**src/rtl/flash_status_pkg.sv**
```systemverilog
// Shared types for the flash status generator.
// Assumes: state encoding is private to this block.
package flash_status_pkg;

    typedef enum logic [2:0] {
        ST_IDLE,
        ST_PROG,
        ST_ERASE,
        ST_SUSP,
        ST_SPROG,
        ST_PPROG,
        ST_PERASE
    } fsg_state_t;

    // True for the states in which the read toggle bit advances.
    function automatic logic fsg_toggling(fsg_state_t s);
        return (s == ST_PROG) || (s == ST_ERASE) || (s == ST_SPROG) ||
               (s == ST_PPROG) || (s == ST_PERASE);
    endfunction

    // True for the states that report program polarity.
    function automatic logic fsg_is_prog(fsg_state_t s);
        return (s == ST_PROG) || (s == ST_SPROG) || (s == ST_PPROG);
    endfunction

endpackage

```
**src/rtl/fsg_ctrl.sv**
```systemverilog
// Operation sequencer: tracks program, erase, suspend and protected
// busy windows, and captures the program data polarity bit.
// Assumes: start, suspend, resume and done inputs are one-cycle pulses
// from an upstream command decoder; PROT_*_CYC >= 1.
module fsg_ctrl
    import flash_status_pkg::*;
#(
    parameter int PROT_PROG_CYC  = 50,
    parameter int PROT_ERASE_CYC = 20000
) (
    input  logic       clk,
    input  logic       rst_n,
    input  logic       start_prog,
    input  logic       start_erase,
    input  logic       prog_msb,
    input  logic       target_prot,
    input  logic       suspend_req,
    input  logic       resume_req,
    input  logic       op_done,
    output fsg_state_t state,
    output logic       prog_bit,
    output logic       op_start,
    output logic       to_idle
);

    localparam int MAXLEN = (PROT_PROG_CYC > PROT_ERASE_CYC) ? PROT_PROG_CYC : PROT_ERASE_CYC;
    localparam int CW     = $clog2(MAXLEN + 1);
    localparam logic [CW-1:0] PP_LOAD = CW'(PROT_PROG_CYC - 1);
    localparam logic [CW-1:0] PE_LOAD = CW'(PROT_ERASE_CYC - 1);

    fsg_state_t    nxt;
    logic [CW-1:0] cnt;
    logic          ld_cnt;
    logic [CW-1:0] ld_val;
    logic          cap;
    logic          ret_susp;
    logic          nxt_ret;

    // Next-state and window-load decode.
    always_comb begin
        nxt     = state;
        ld_cnt  = 1'b0;
        ld_val  = '0;
        cap     = 1'b0;
        nxt_ret = ret_susp;
        case (state)
            ST_IDLE: begin
                if (start_erase) begin
                    if (target_prot) begin
                        nxt    = ST_PERASE;
                        ld_cnt = 1'b1;
                        ld_val = PE_LOAD;
                    end else begin
                        nxt = ST_ERASE;
                    end
                end else if (start_prog) begin
                    cap     = 1'b1;
                    nxt_ret = 1'b0;
                    if (target_prot) begin
                        nxt    = ST_PPROG;
                        ld_cnt = 1'b1;
                        ld_val = PP_LOAD;
                    end else begin
                        nxt = ST_PROG;
                    end
                end
            end
            ST_PROG:   if (op_done) nxt = ST_IDLE;
            ST_ERASE: begin
                if (op_done)          nxt = ST_IDLE;
                else if (suspend_req) nxt = ST_SUSP;
            end
            ST_SUSP: begin
                if (start_prog) begin
                    cap     = 1'b1;
                    nxt_ret = 1'b1;
                    if (target_prot) begin
                        nxt    = ST_PPROG;
                        ld_cnt = 1'b1;
                        ld_val = PP_LOAD;
                    end else begin
                        nxt = ST_SPROG;
                    end
                end else if (resume_req) begin
                    nxt = ST_ERASE;
                end
            end
            ST_SPROG:  if (op_done) nxt = ST_SUSP;
            ST_PPROG:  if (cnt == '0) nxt = ret_susp ? ST_SUSP : ST_IDLE;
            ST_PERASE: if (cnt == '0) nxt = ST_IDLE;
            default:   nxt = ST_IDLE;
        endcase
    end

    assign op_start = ((state == ST_IDLE) && (start_erase || start_prog)) ||
                      ((state == ST_SUSP) && start_prog);
    assign to_idle  = (nxt == ST_IDLE) && (state != ST_IDLE);

    // State, return flag and captured polarity registers.
    always_ff @(posedge clk) begin
        if (!rst_n) begin
            state    <= ST_IDLE;
            ret_susp <= 1'b0;
            prog_bit <= 1'b0;
        end else begin
            state    <= nxt;
            ret_susp <= nxt_ret;
            if (cap) prog_bit <= prog_msb;
        end
    end

    // Protected-window down-counter.
    always_ff @(posedge clk) begin
        if (!rst_n)          cnt <= '0;
        else if (ld_cnt)     cnt <= ld_val;
        else if (cnt != '0)  cnt <= cnt - 1'b1;
    end

endmodule

```
**src/rtl/fsg_toggle.sv**
```systemverilog
// Read-strobe edge detector and status toggle bit.
// Assumes: rd_strobe is synchronous to clk and held for at least a cycle.
module fsg_toggle (
    input  logic clk,
    input  logic rst_n,
    input  logic rd_strobe,
    input  logic clr,
    input  logic adv_en,
    output logic tog,
    output logic rd_fall
);

    logic rd_q;
    logic rd_rise;

    assign rd_rise = rd_strobe & ~rd_q;
    assign rd_fall = ~rd_strobe & rd_q;

    // Delayed strobe for edge detection.
    always_ff @(posedge clk) begin
        if (!rst_n) rd_q <= 1'b0;
        else        rd_q <= rd_strobe;
    end

    // Toggle bit: cleared on start, inverted per read while active.
    always_ff @(posedge clk) begin
        if (!rst_n)                  tog <= 1'b0;
        else if (clr)                tog <= 1'b0;
        else if (adv_en && rd_rise)  tog <= ~tog;
    end

endmodule

```
**src/rtl/fsg_outmux.sv**
```systemverilog
// Read data selection: status word while active, a one-read settle word
// after completion, array data otherwise.
// Assumes: DW >= 3; polarity sits in the top bit, toggle just below it.
module fsg_outmux
    import flash_status_pkg::*;
#(
    parameter int DW = 8
) (
    input  logic          clk,
    input  logic          rst_n,
    input  fsg_state_t    state,
    input  logic          prog_bit,
    input  logic          tog,
    input  logic          to_idle,
    input  logic          rd_fall,
    input  logic [DW-1:0] array_data,
    output logic [DW-1:0] dout
);

    localparam int POL_BIT = DW - 1;
    localparam int TOG_BIT = DW - 2;

    logic          settle;
    logic          pol;
    logic [DW-1:0] status_w;
    logic [DW-1:0] settle_w;

    // Settle flag: set on return to idle, cleared when a read ends.
    always_ff @(posedge clk) begin
        if (!rst_n)       settle <= 1'b0;
        else if (to_idle) settle <= 1'b1;
        else if (rd_fall) settle <= 1'b0;
    end

    // Polarity bit by operation type.
    always_comb begin
        if (fsg_is_prog(state))    pol = ~prog_bit;
        else if (state == ST_SUSP) pol = 1'b1;
        else                       pol = 1'b0;
    end

    // Assemble the status and settle words, then select.
    always_comb begin
        status_w          = '0;
        status_w[POL_BIT] = pol;
        status_w[TOG_BIT] = tog;
        settle_w          = '0;
        settle_w[POL_BIT] = array_data[POL_BIT];
        settle_w[TOG_BIT] = tog;
        if (state != ST_IDLE) dout = status_w;
        else if (settle)      dout = settle_w;
        else                  dout = array_data;
    end

endmodule

```
**src/rtl/flash_status_gen.sv**
```systemverilog
// Top of the flash status generator: sequencer, toggle bit and read mux.
// Assumes: decoded command pulses and a synchronous read strobe.
module flash_status_gen
    import flash_status_pkg::*;
#(
    parameter int DW             = 8,
    parameter int PROT_PROG_CYC  = 50,
    parameter int PROT_ERASE_CYC = 20000
) (
    input  logic          clk,
    input  logic          rst_n,
    input  logic          start_prog,
    input  logic          start_erase,
    input  logic          prog_msb,
    input  logic          target_prot,
    input  logic          suspend_req,
    input  logic          resume_req,
    input  logic          op_done,
    input  logic          rd_strobe,
    input  logic [DW-1:0] array_data,
    output logic [DW-1:0] dout,
    output logic          busy
);

    fsg_state_t state;
    logic       prog_bit;
    logic       op_start;
    logic       to_idle;
    logic       tog;
    logic       rd_fall;
    logic       adv_en;

    assign adv_en = fsg_toggling(state);
    assign busy   = (state != ST_IDLE);

    fsg_ctrl #(
        .PROT_PROG_CYC (PROT_PROG_CYC),
        .PROT_ERASE_CYC(PROT_ERASE_CYC)
    ) u_ctrl (
        .clk        (clk),
        .rst_n      (rst_n),
        .start_prog (start_prog),
        .start_erase(start_erase),
        .prog_msb   (prog_msb),
        .target_prot(target_prot),
        .suspend_req(suspend_req),
        .resume_req (resume_req),
        .op_done    (op_done),
        .state      (state),
        .prog_bit   (prog_bit),
        .op_start   (op_start),
        .to_idle    (to_idle)
    );

    fsg_toggle u_tog (
        .clk      (clk),
        .rst_n    (rst_n),
        .rd_strobe(rd_strobe),
        .clr      (op_start),
        .adv_en   (adv_en),
        .tog      (tog),
        .rd_fall  (rd_fall)
    );

    fsg_outmux #(.DW(DW)) u_mux (
        .clk       (clk),
        .rst_n     (rst_n),
        .state     (state),
        .prog_bit  (prog_bit),
        .tog       (tog),
        .to_idle   (to_idle),
        .rd_fall   (rd_fall),
        .array_data(array_data),
        .dout      (dout)
    );

endmodule

```
**config.mk**
```make
export PLATFORM = sky130hd
export DESIGN_NAME = flash_status_gen
export DESIGN_NICKNAME = d
export VERILOG_FILES = /design/src/rtl/flash_status_pkg.sv /design/src/rtl/fsg_ctrl.sv /design/src/rtl/fsg_toggle.sv /design/src/rtl/fsg_outmux.sv /design/src/rtl/flash_status_gen.sv
export SDC_FILE = /design/constraint.sdc
export NUM_CORES = 1
export LEC_CHECK = 0
export BUFFER_PORTS_ARGS = -buffer_cell sky130_fd_sc_hd__buf_4
export CAP_MARGIN = 15
export CORE_MARGIN = 2
export CORE_UTILIZATION = 50
export CTS_BUF_LIST = sky130_fd_sc_hd__clkbuf_4
export DETAILED_ROUTE_END_ITERATION = 10
export GPL_TIMING_DRIVEN = 0
export PLACE_DENSITY = 0.77
export SLEW_MARGIN = 20
export SYNTH_ARGS = -nofsm -noshare
export SYNTH_HDL_FRONTEND = slang
export SYNTH_SLANG_ARGS = --single-unit
```
**constraint.sdc**
```tcl
create_clock -name clk -period 2.2 [get_ports clk]
set_input_delay 0.44 -clock clk [delete_from_list [all_inputs] [get_ports clk]]
set_output_delay 0.44 -clock clk [all_outputs]
set_load 0.05 [all_outputs]
```
==> results of run 1 <==
==> sequential cells by signal, summed over array words and instances, names as in the netlist <==
| register | count |
|---|---|
| u_ctrl.prog_bit | 1 |
| u_mux.settle | 1 |
| u_tog.tog | 1 |
| u_tog.rd_q | 1 |
| u_ctrl.ret_susp | 1 |
| u_ctrl.cnt | 15 |
| u_ctrl.state | 3 |
==> power by group <==
group	switching [W]	internal, W	total, W
Combinational	0.000878	0.000701	0.00158
Clock	0.000134	0.0000679	0.000201
Sequential	0.000175	0.000557	0.000732
==> logic make-up (layout without fill, tap and decap cells) <==
logic type	after synthesis	after routing
adder cells (fa/ha/maj)	1	1
flip-flops	23	23
multiplexers	3	3
buffers and inverters	11	50
AO/OA/AOI/OAI	37	37
AND/OR/NAND/NOR	82	82
XOR/XNOR	11	11
==> synthesized netlist by cell type, types with 2 or more instances <==
library cell  number  area, um^2
o31ai_1            2       15.01
a21oi_1           13       65.06
nand4_1            4       25.02
buf_6              3       33.78
nor4_1             3       18.77
nand2_1           18       67.56
xnor2_1            5       43.79
nand3_1            6       30.03
nor2_1            23       86.33
dfxtp_1           23       460.4
nor3_1             3       15.01
nand3b_1           3       22.52
inv_1              5       18.77
and2_1             8       50.05
xor2_1             6       52.55
a22oi_1            2       15.01
mux2i_1            2       20.02
o22ai_1            2       12.51
o21ai_0            9       45.04
==> layout by cell type, fill, tap and decap left out, types with 2 or more instances in the layout <==
master and count:
dfxtp_1 22, nand3b_1 3, a21oi_1 13, buf_4 34, nor2_1 21, nor4_1 3
nand4_1 4, nand3_1 6, o22ai_1 2, xnor2_1 5, o21ai_0 9, a22oi_1 2
buf_6 4, and2_1 8, o31ai_1 2, nor2_4 2, inv_1 4, clkbuf_4 3
nor3_1 3, xor2_1 6, nand2_1 18, mux2i_1 2
==> metal layers <==
layer	up-vias	global-route usage (%)
met4	0	3.061
met2	36	34.29
met3	2	2.791
li1	680	-
met1	639	28.63
met5	-	0
==> cell type report <==
cell class,instances,area [um^2]
clock inverters,1,5.005
inverters,6,22.52
repair buffers,36,285.3
well taps,30,37.54
plain buffers,4,33.78
flip-flops and latches,23,464.2
fillers,207,789.5
clock buffers,3,22.52
multi-input cells,134,862.1
==> what timing repair did <==
item / in CTS / in global routing
setup buffers: 4 / 6
resized for setup: 8 / 4
pin swaps: 3 / 0
setup endpoints to repair: 7 / 12
==> critical path, cell delays in order, from the launching register on <==
cell,delay [ns]
dfxtp_4,0.38
or2_4,0.26
nor2_4,0.12
inv_2,0.06
nor2_4,0.11
mux2_4,0.31
buf_8,0.15
==> path summary, 6_finish.rpt <==
check | startpoint | endpoint | cells past startpoint
max | u_ctrl.state[0]$_SDFF_PN0_ | dout[6] | 6
min | prog_msb | u_ctrl.prog_bit$_SDFFE_PN0P_ | 3
max reg2reg | u_ctrl.cnt[0]$_SDFFE_PN0P_ | u_mux.settle$_SDFFE_PN0P_ | 8
min reg2reg | u_ctrl.prog_bit$_SDFFE_PN0P_ | u_ctrl.prog_bit$_SDFFE_PN0P_ | 2
==> through the flow <==
step,TNS (ns),std cells,instance area [um^2],total power (W)
floorplan,0,168,1365,0.001832
global placement,0,224,1598,0.002112
detailed placement,0,224,1598,0.002141
global route,-0.03608,237,1733,0.002703
CTS,0,231,1672,0.002425
finish,0,237,1733,0.002512
==> impl_results.md, run 1 <==
- Sequential area share after synthesis: between 30% and 40%
- Slew Limit Headroom: 32.17%
- Leak pwr: between 0.7 and 0.8 nW
- Syn-to-layout area delta: 27.18%
- Met3 wire length: about 130 um
- Core area: approximately 2500 um^2
- Final core utilization: slightly below 70%
- Antenna Nets Post-Route: 0
- Hold WC Path Type: primary input to register
- Simple logic cell fraction of the synthesized area: between 30% and 40%
- H-tree Lvls: 1
- Compound-cell area share of the yosys netlist: roughly 17%
- Diodes inserted: 0
- Mux cell area share after synthesis: between 2 and 2.5%
- Distinct cells, synth: 47
- Mapped Area: ~1400 um^2
- Worst path required time: between 1.5 and 2 ns
- Drt pass-1 iters: 4
- Max-cap violations: 0
- Remaining DRCs: 0
- Tightest Pin Transition: approximately 1.0 ns
- CTS tree: built
- Outcome: finished clean
- Root Driver: clkbuf_4
- Fraction of registers with async set/reset: 0%
- Max Clock Freq: 0.4666 GHz
- Peak VDD IR: about 0.9 mV
- IO Pins: 27
- Die area: roughly 3200 um^2
- First-pass GRT wire length: roughly 5300 um
- Period utilization: 97.41%
- Vias in the first global route: between 1000 and 1500
- Pin count of the biggest net entering global routing: 14
- Drt via density: 5.726
- Final Skew: ~0.0073 ns
- Final Net Count: 227
- Place WS: around 0.008 ns
- Final setup violating endpoints: 0
- Hold buffers post-CTS: 0
- PD cells: between 1000 and 1500 nW/um^2
- Ys flop type: dfxtp_1
- Post-Synth XOR/XNOR Area: between 7 and 8%
- Cells after Synth: about 170
- Starting Density: a little over half
- Die height: roughly 56 um
- Placement row count: 18
- Buffers added on ports: 26
- Routed len/inst: around 13 um
- Synthesized Nets: around 190
- Fin crit period: ~2.1 ns
- DP Wirelength: roughly 2300 um
- TritonCTS Buffers: 3
- WL final: roughly 3200 um
- Layout cells sized above 1: ~28%
- Setup crit start kind: register
- YS warnings: 0
- Final hold vios: 0
- Reg2Reg Setup Slack: 0.24 ns
- Via count: about 1400
- GRT Util Overall: about 20%
- Clk slew on worst S/H paths: about 0.13 ns
- Met2 wire length: ~1600 um
- Syn Area/Cell: between 8 and 9 um^2
- Top Metal Used: met4
- Clock Sinks: 23
- Die width: 56.20 um
- FF+latch count, synth: 23
- Synth Area in Adders: 0.9183%
- Worst-Skew Late Latency: 0.31 ns
- DRT met1 WL: ~1500 um
- Total gr overflow: 0
- Largest family of logic cells by synthesized area: simple AND/OR/NAND/NOR gates
- Clock Path Buffers: 2
- Fin Hold WS: 0.3543 ns
- Critical path class: register to output port
- Placer congestion estimate: between 0.8 and 0.9
- CP endpoint kind: output port
- Max Slew Vio Count: 0
- Critical path data arrival time: around 1.7 ns
- Crit-path max FO: 4
- Slack of the critical path: 0.05690 ns
- Initial antenna violation count: 0
- Count of flip-flops with a built-in enable after synthesis: 0
- Drt initial violations: 84
Power figures use the tool's default switching activity.
==> run 2: changes to the inputs <==
--- a/config.mk
+++ b/config.mk
@@ -5,6 +5,7 @@
 export SDC_FILE = /design/constraint.sdc
 export NUM_CORES = 1
 export LEC_CHECK = 0
+export ABC_AREA = 1
 export BUFFER_PORTS_ARGS = -buffer_cell sky130_fd_sc_hd__buf_4
 export CAP_MARGIN = 15
 export CORE_MARGIN = 2
@@ -12,7 +13,7 @@
 export CTS_BUF_LIST = sky130_fd_sc_hd__clkbuf_4
 export DETAILED_ROUTE_END_ITERATION = 10
 export GPL_TIMING_DRIVEN = 0
-export PLACE_DENSITY = 0.77
+export PLACE_DENSITY = 0.76
 export SLEW_MARGIN = 20
 export SYNTH_ARGS = -nofsm -noshare
 export SYNTH_HDL_FRONTEND = slang
==> impl_results.md, run 2 <==
- Tightest Pin Transition: 0.4848 ns (-0.5233 ns)
- Core area: 3028 um^2 (+20%)
- Mapped Area: 1587 um^2 (+16%)
- Placement row count: 20 (+2)
- List of most frequent post-synthesis cells: nor2_1, nand2_1, inv_1, dfxtp_1, a21oi_1
- Peak VDD IR: 0.7139 mV (-22%)
- GRT Util Overall: 20.66% (+0.18 points)
- Hold buffers post-CTS: 0 (unchanged)
- Place WS: 0.3284 ns (+0.3202 ns)
- Setup crit start kind: register
- Reg2Reg Setup Slack: 0.45 ns (+0.21 ns)
- Routed len/inst: 11.18 um (-16%)
- Layout fillers: 280 (+35%)
- Clock Sinks: 23 (unchanged)
- Root Driver: clkbuf_4
- Via count: 1512 (+11%)
- Max Slew Vio Count: 0 (unchanged)
- Critical path data arrival time: 1.59 ns (-0.11 ns)
- Drt initial violations: 85 (+1.2%)
- Count of flip-flops with a built-in enable after synthesis: 0 (unchanged)
- Remaining DRCs: 0 (unchanged)
- Setup TNS: 0 ns (unchanged)
- Initial antenna violation count: 0 (unchanged)
- Fraction of registers with async set/reset: 0% (unchanged)
- Worst reg-to-reg path cell count: 10 (+2)
- Biggest register: u_ctrl.cnt
- Inst Count DP: 299 (+33%)
- TritonCTS Buffers: 3 (unchanged)
- Die width: 60.33 um (+7.3%)
- WL final: 3400 um (+7.6%)
- Outcome: finished clean
- Final Skew: 0.002949 ns (-0.004371 ns)
- Vias in the first global route: 1315 (+8.1%)
- Worst-Skew Late Latency: 0.32 ns (about the same)
- Antenna Nets Post-Route: 0 (unchanged)
- Hold WC Path Type: primary input to register
- CP max stage cell: dfxtp_2
- CTS tree: built
- Max-cap violations: 0 (unchanged)
- Setup crit end: dout[2]
- First-pass GRT wire length: 5768 um (+8.2%)
- Placer congestion estimate: 0.8932 (+4.3%)
- Fin crit period: 2.028 ns (-0.1155 ns)
- Pin count of the biggest net entering global routing: 13 (-1)
- Top flop regs: u_ctrl.cnt x15, u_ctrl.state x3
- Count leader, synth: nor2_1
- Final setup violating endpoints: 0 (unchanged)
- Most common cell on crit path: buf_6
- Buffers added on ports: 26 (unchanged)
- Top-area cell type share of the netlist area: 29.02% (-4.8 points)
- CP endpoint kind: output port
- Most frequent cells in the layout: nor2_1, nand2_1, inv_1
- Fin Hold WS: 0.3174 ns (-0.03693 ns)
- Worst path required time: 1.76 ns (about the same)
- Crit-path max FO: 10 (+6)
- RSZ-0062 raised after global routing: no
- Critical Path Max Stage Delay: 0.40 ns (+0.02 ns)
- Layout cells sized above 1: 26.15% (-1.4 points)
- Drt via density: 4.974 (-13%)
- DP Wirelength: 2612 um (+13%)
- PD cells: 1317 nW/um^2 (-9.1%)
- Ys flop type: dfxtp_1
- Clk slew on worst S/H paths: 0.12 ns (about the same)
- Synth area leader: dfxtp_1
- Max Clock Freq: 0.4932 GHz (+5.7%)
- Drt pass-1 iters: 4 (unchanged)
- H-tree Lvls: 1 (unchanged)
- Final Net Count: 280 (+23%)
- Syn-to-layout area delta: 19.24%
- Crit-path cells: nor2_4 -> nand2_4 -> buf_6 -> nor2_2 -> inv_2 -> nor2_1 -> buf_6
- Total gr overflow: 0 (unchanged)
- Leak pwr: 0.9308 nW (+27%)
- Cells after Synth: 229 (+36%)
- Slew Limit Headroom: 67.43% (+35 points)
- Syn Area/Cell: 6.928 um^2 (-15%)
- Slack of the critical path: 0.1724 ns (+0.1155 ns)
- Leading cell type in the layout, fill and taps excluded: nor2_1
- Ranking of synthesized cells by area: dfxtp_1, nor2_1, nand2_1
- Final hold vios: 0 (unchanged)
- Starting Density: 52.40% (-1.6 points)
- Sequential area share after synthesis: 29.02% (-4.8 points)
- Die area: 3640 um^2 (+15%)
- Die height: 60.33 um (+7.3%)
- Period utilization: 92.16% (-5.2 points)
- Critical path origin: u_ctrl.state[1]$_SDFF_PN0_
- Final core utilization: 62.48% (-6.2 points)
- Diodes inserted: 0 (unchanged)
- YS warnings: 0 (unchanged)
- Critical path class: register to output port
- Synthesized Nets: 248 (+33%)
- Non-Filler Instances: 304 (+28%)
- Clock Path Buffers: 2 (unchanged)
- FF+latch count, synth: 23 (unchanged)
- Worst R2R Start: u_ctrl.cnt[0]$_SDFFE_PN0P_
- Distinct cells, synth: 38 (-19%)
- Worst hold path depth: 3 (unchanged)
- Max FFs per register: 15 (unchanged)
- IO Pins: 27 (unchanged)
- Reg2Reg Capture Point: u_mux.settle$_SDFFE_PN0P_
[run 2: cell count changes after synthesis, sizes merged, moves of 3 or more]
cell / previous run / this run
nand2: 18 / 44
and2: 9 / 0
nand3: 6 / 15
inv: 5 / 36
nor4: 5 / 2
nor2: 23 / 52
nor3: 3 / 6
[run 2: what timing repair did]
| item | in CTS | in global routing |
|---|---|---|
| pin swaps | 0 | 1 |
| resized for setup | 1 | 7 |
| cloned | 0 | 0 |
| buffers inserted | 0 | 1 |
| endpoints found under the setup margin | 7 | 7 |
[run 2: area by class of cell]
type	count	area [um^2]	area share, %
clock buffer	4	30.03	1.587
buffer	3	26.28	1.389
inverter	36	142.6	7.540
timing repair buffer	27	214.0	11.31
tap	44	55.05	2.910
sequential	23	464.2	24.54
multi-input combinational	167	959.7	50.73
[run 2: per-stage QoR]
step           instance area (um^2)  total power (W)
6_report                       1892         0.002492
5_1_grt                        1892         0.002724
4_1_cts                        1868         0.002465
3_5_place_dp                   1837         0.002244
3_3_place_gp                   1837         0.002227
2_1_floorplan                  1587         0.001932
[run 2: worst min-delay path by stage]
stage,start,slack [ns],endpoint
finish,rd_strobe,0.32,u_tog.rd_q$_SDFF_PN0_
global route,rd_strobe,0.31,u_tog.rd_q$_SDFF_PN0_
CTS,rd_strobe,0.32,u_tog.rd_q$_SDFF_PN0_
detailed placement,u_ctrl.prog_bit$_SDFFE_PN0P_,0.44,u_ctrl.prog_bit$_SDFFE_PN0P_
global placement,u_ctrl.prog_bit$_SDFFE_PN0P_,0.44,u_ctrl.prog_bit$_SDFFE_PN0P_
floorplan,u_ctrl.prog_bit$_SDFFE_PN0P_,0.42,u_ctrl.prog_bit$_SDFFE_PN0P_
[run 2: cell families (layout without fill, tap and decap cells)]
logic type | Yosys count | after routing | share of synthesized area (%)
AOI/OAI and AO/OA | 30 | 30 | 11.83
adders and majority gates | 1 | 1 | 0.7885
xor gates and xnor gates | 8 | 8 | 4.417
DFF | 23 | 23 | 29.02
buffers and inverters | 39 | 70 | 10.65
and+or+nand+nor | 128 | 128 | 43.30
[run 2: layer usage]
metal | vias up | part of all wire, % | GRT usage [%]
li1 | 793 | - | -
met1 | 666 | 49 | 29.34
met5 | - | 0 | 0
met3 | 5 | 8.0 | 4.051
met2 | 48 | 42 | 32.61
met4 | 0 | 0.85 | 4.444
[run 2: critical path: cells and delay by family (launching register included)]
kind / cells / cell delay (ns)
simple gates: 4 / 0.47
flops: 1 / 0.40
buf+inv: 3 / 0.40
[run 2: report_power, final]
group | internal, W | switching (W)
clock network | 0.0000833 | 0.000129
registers | 0.000553 | 0.000139
logic | 0.000571 | 0.00102
total | 0.00121 | 0.00128
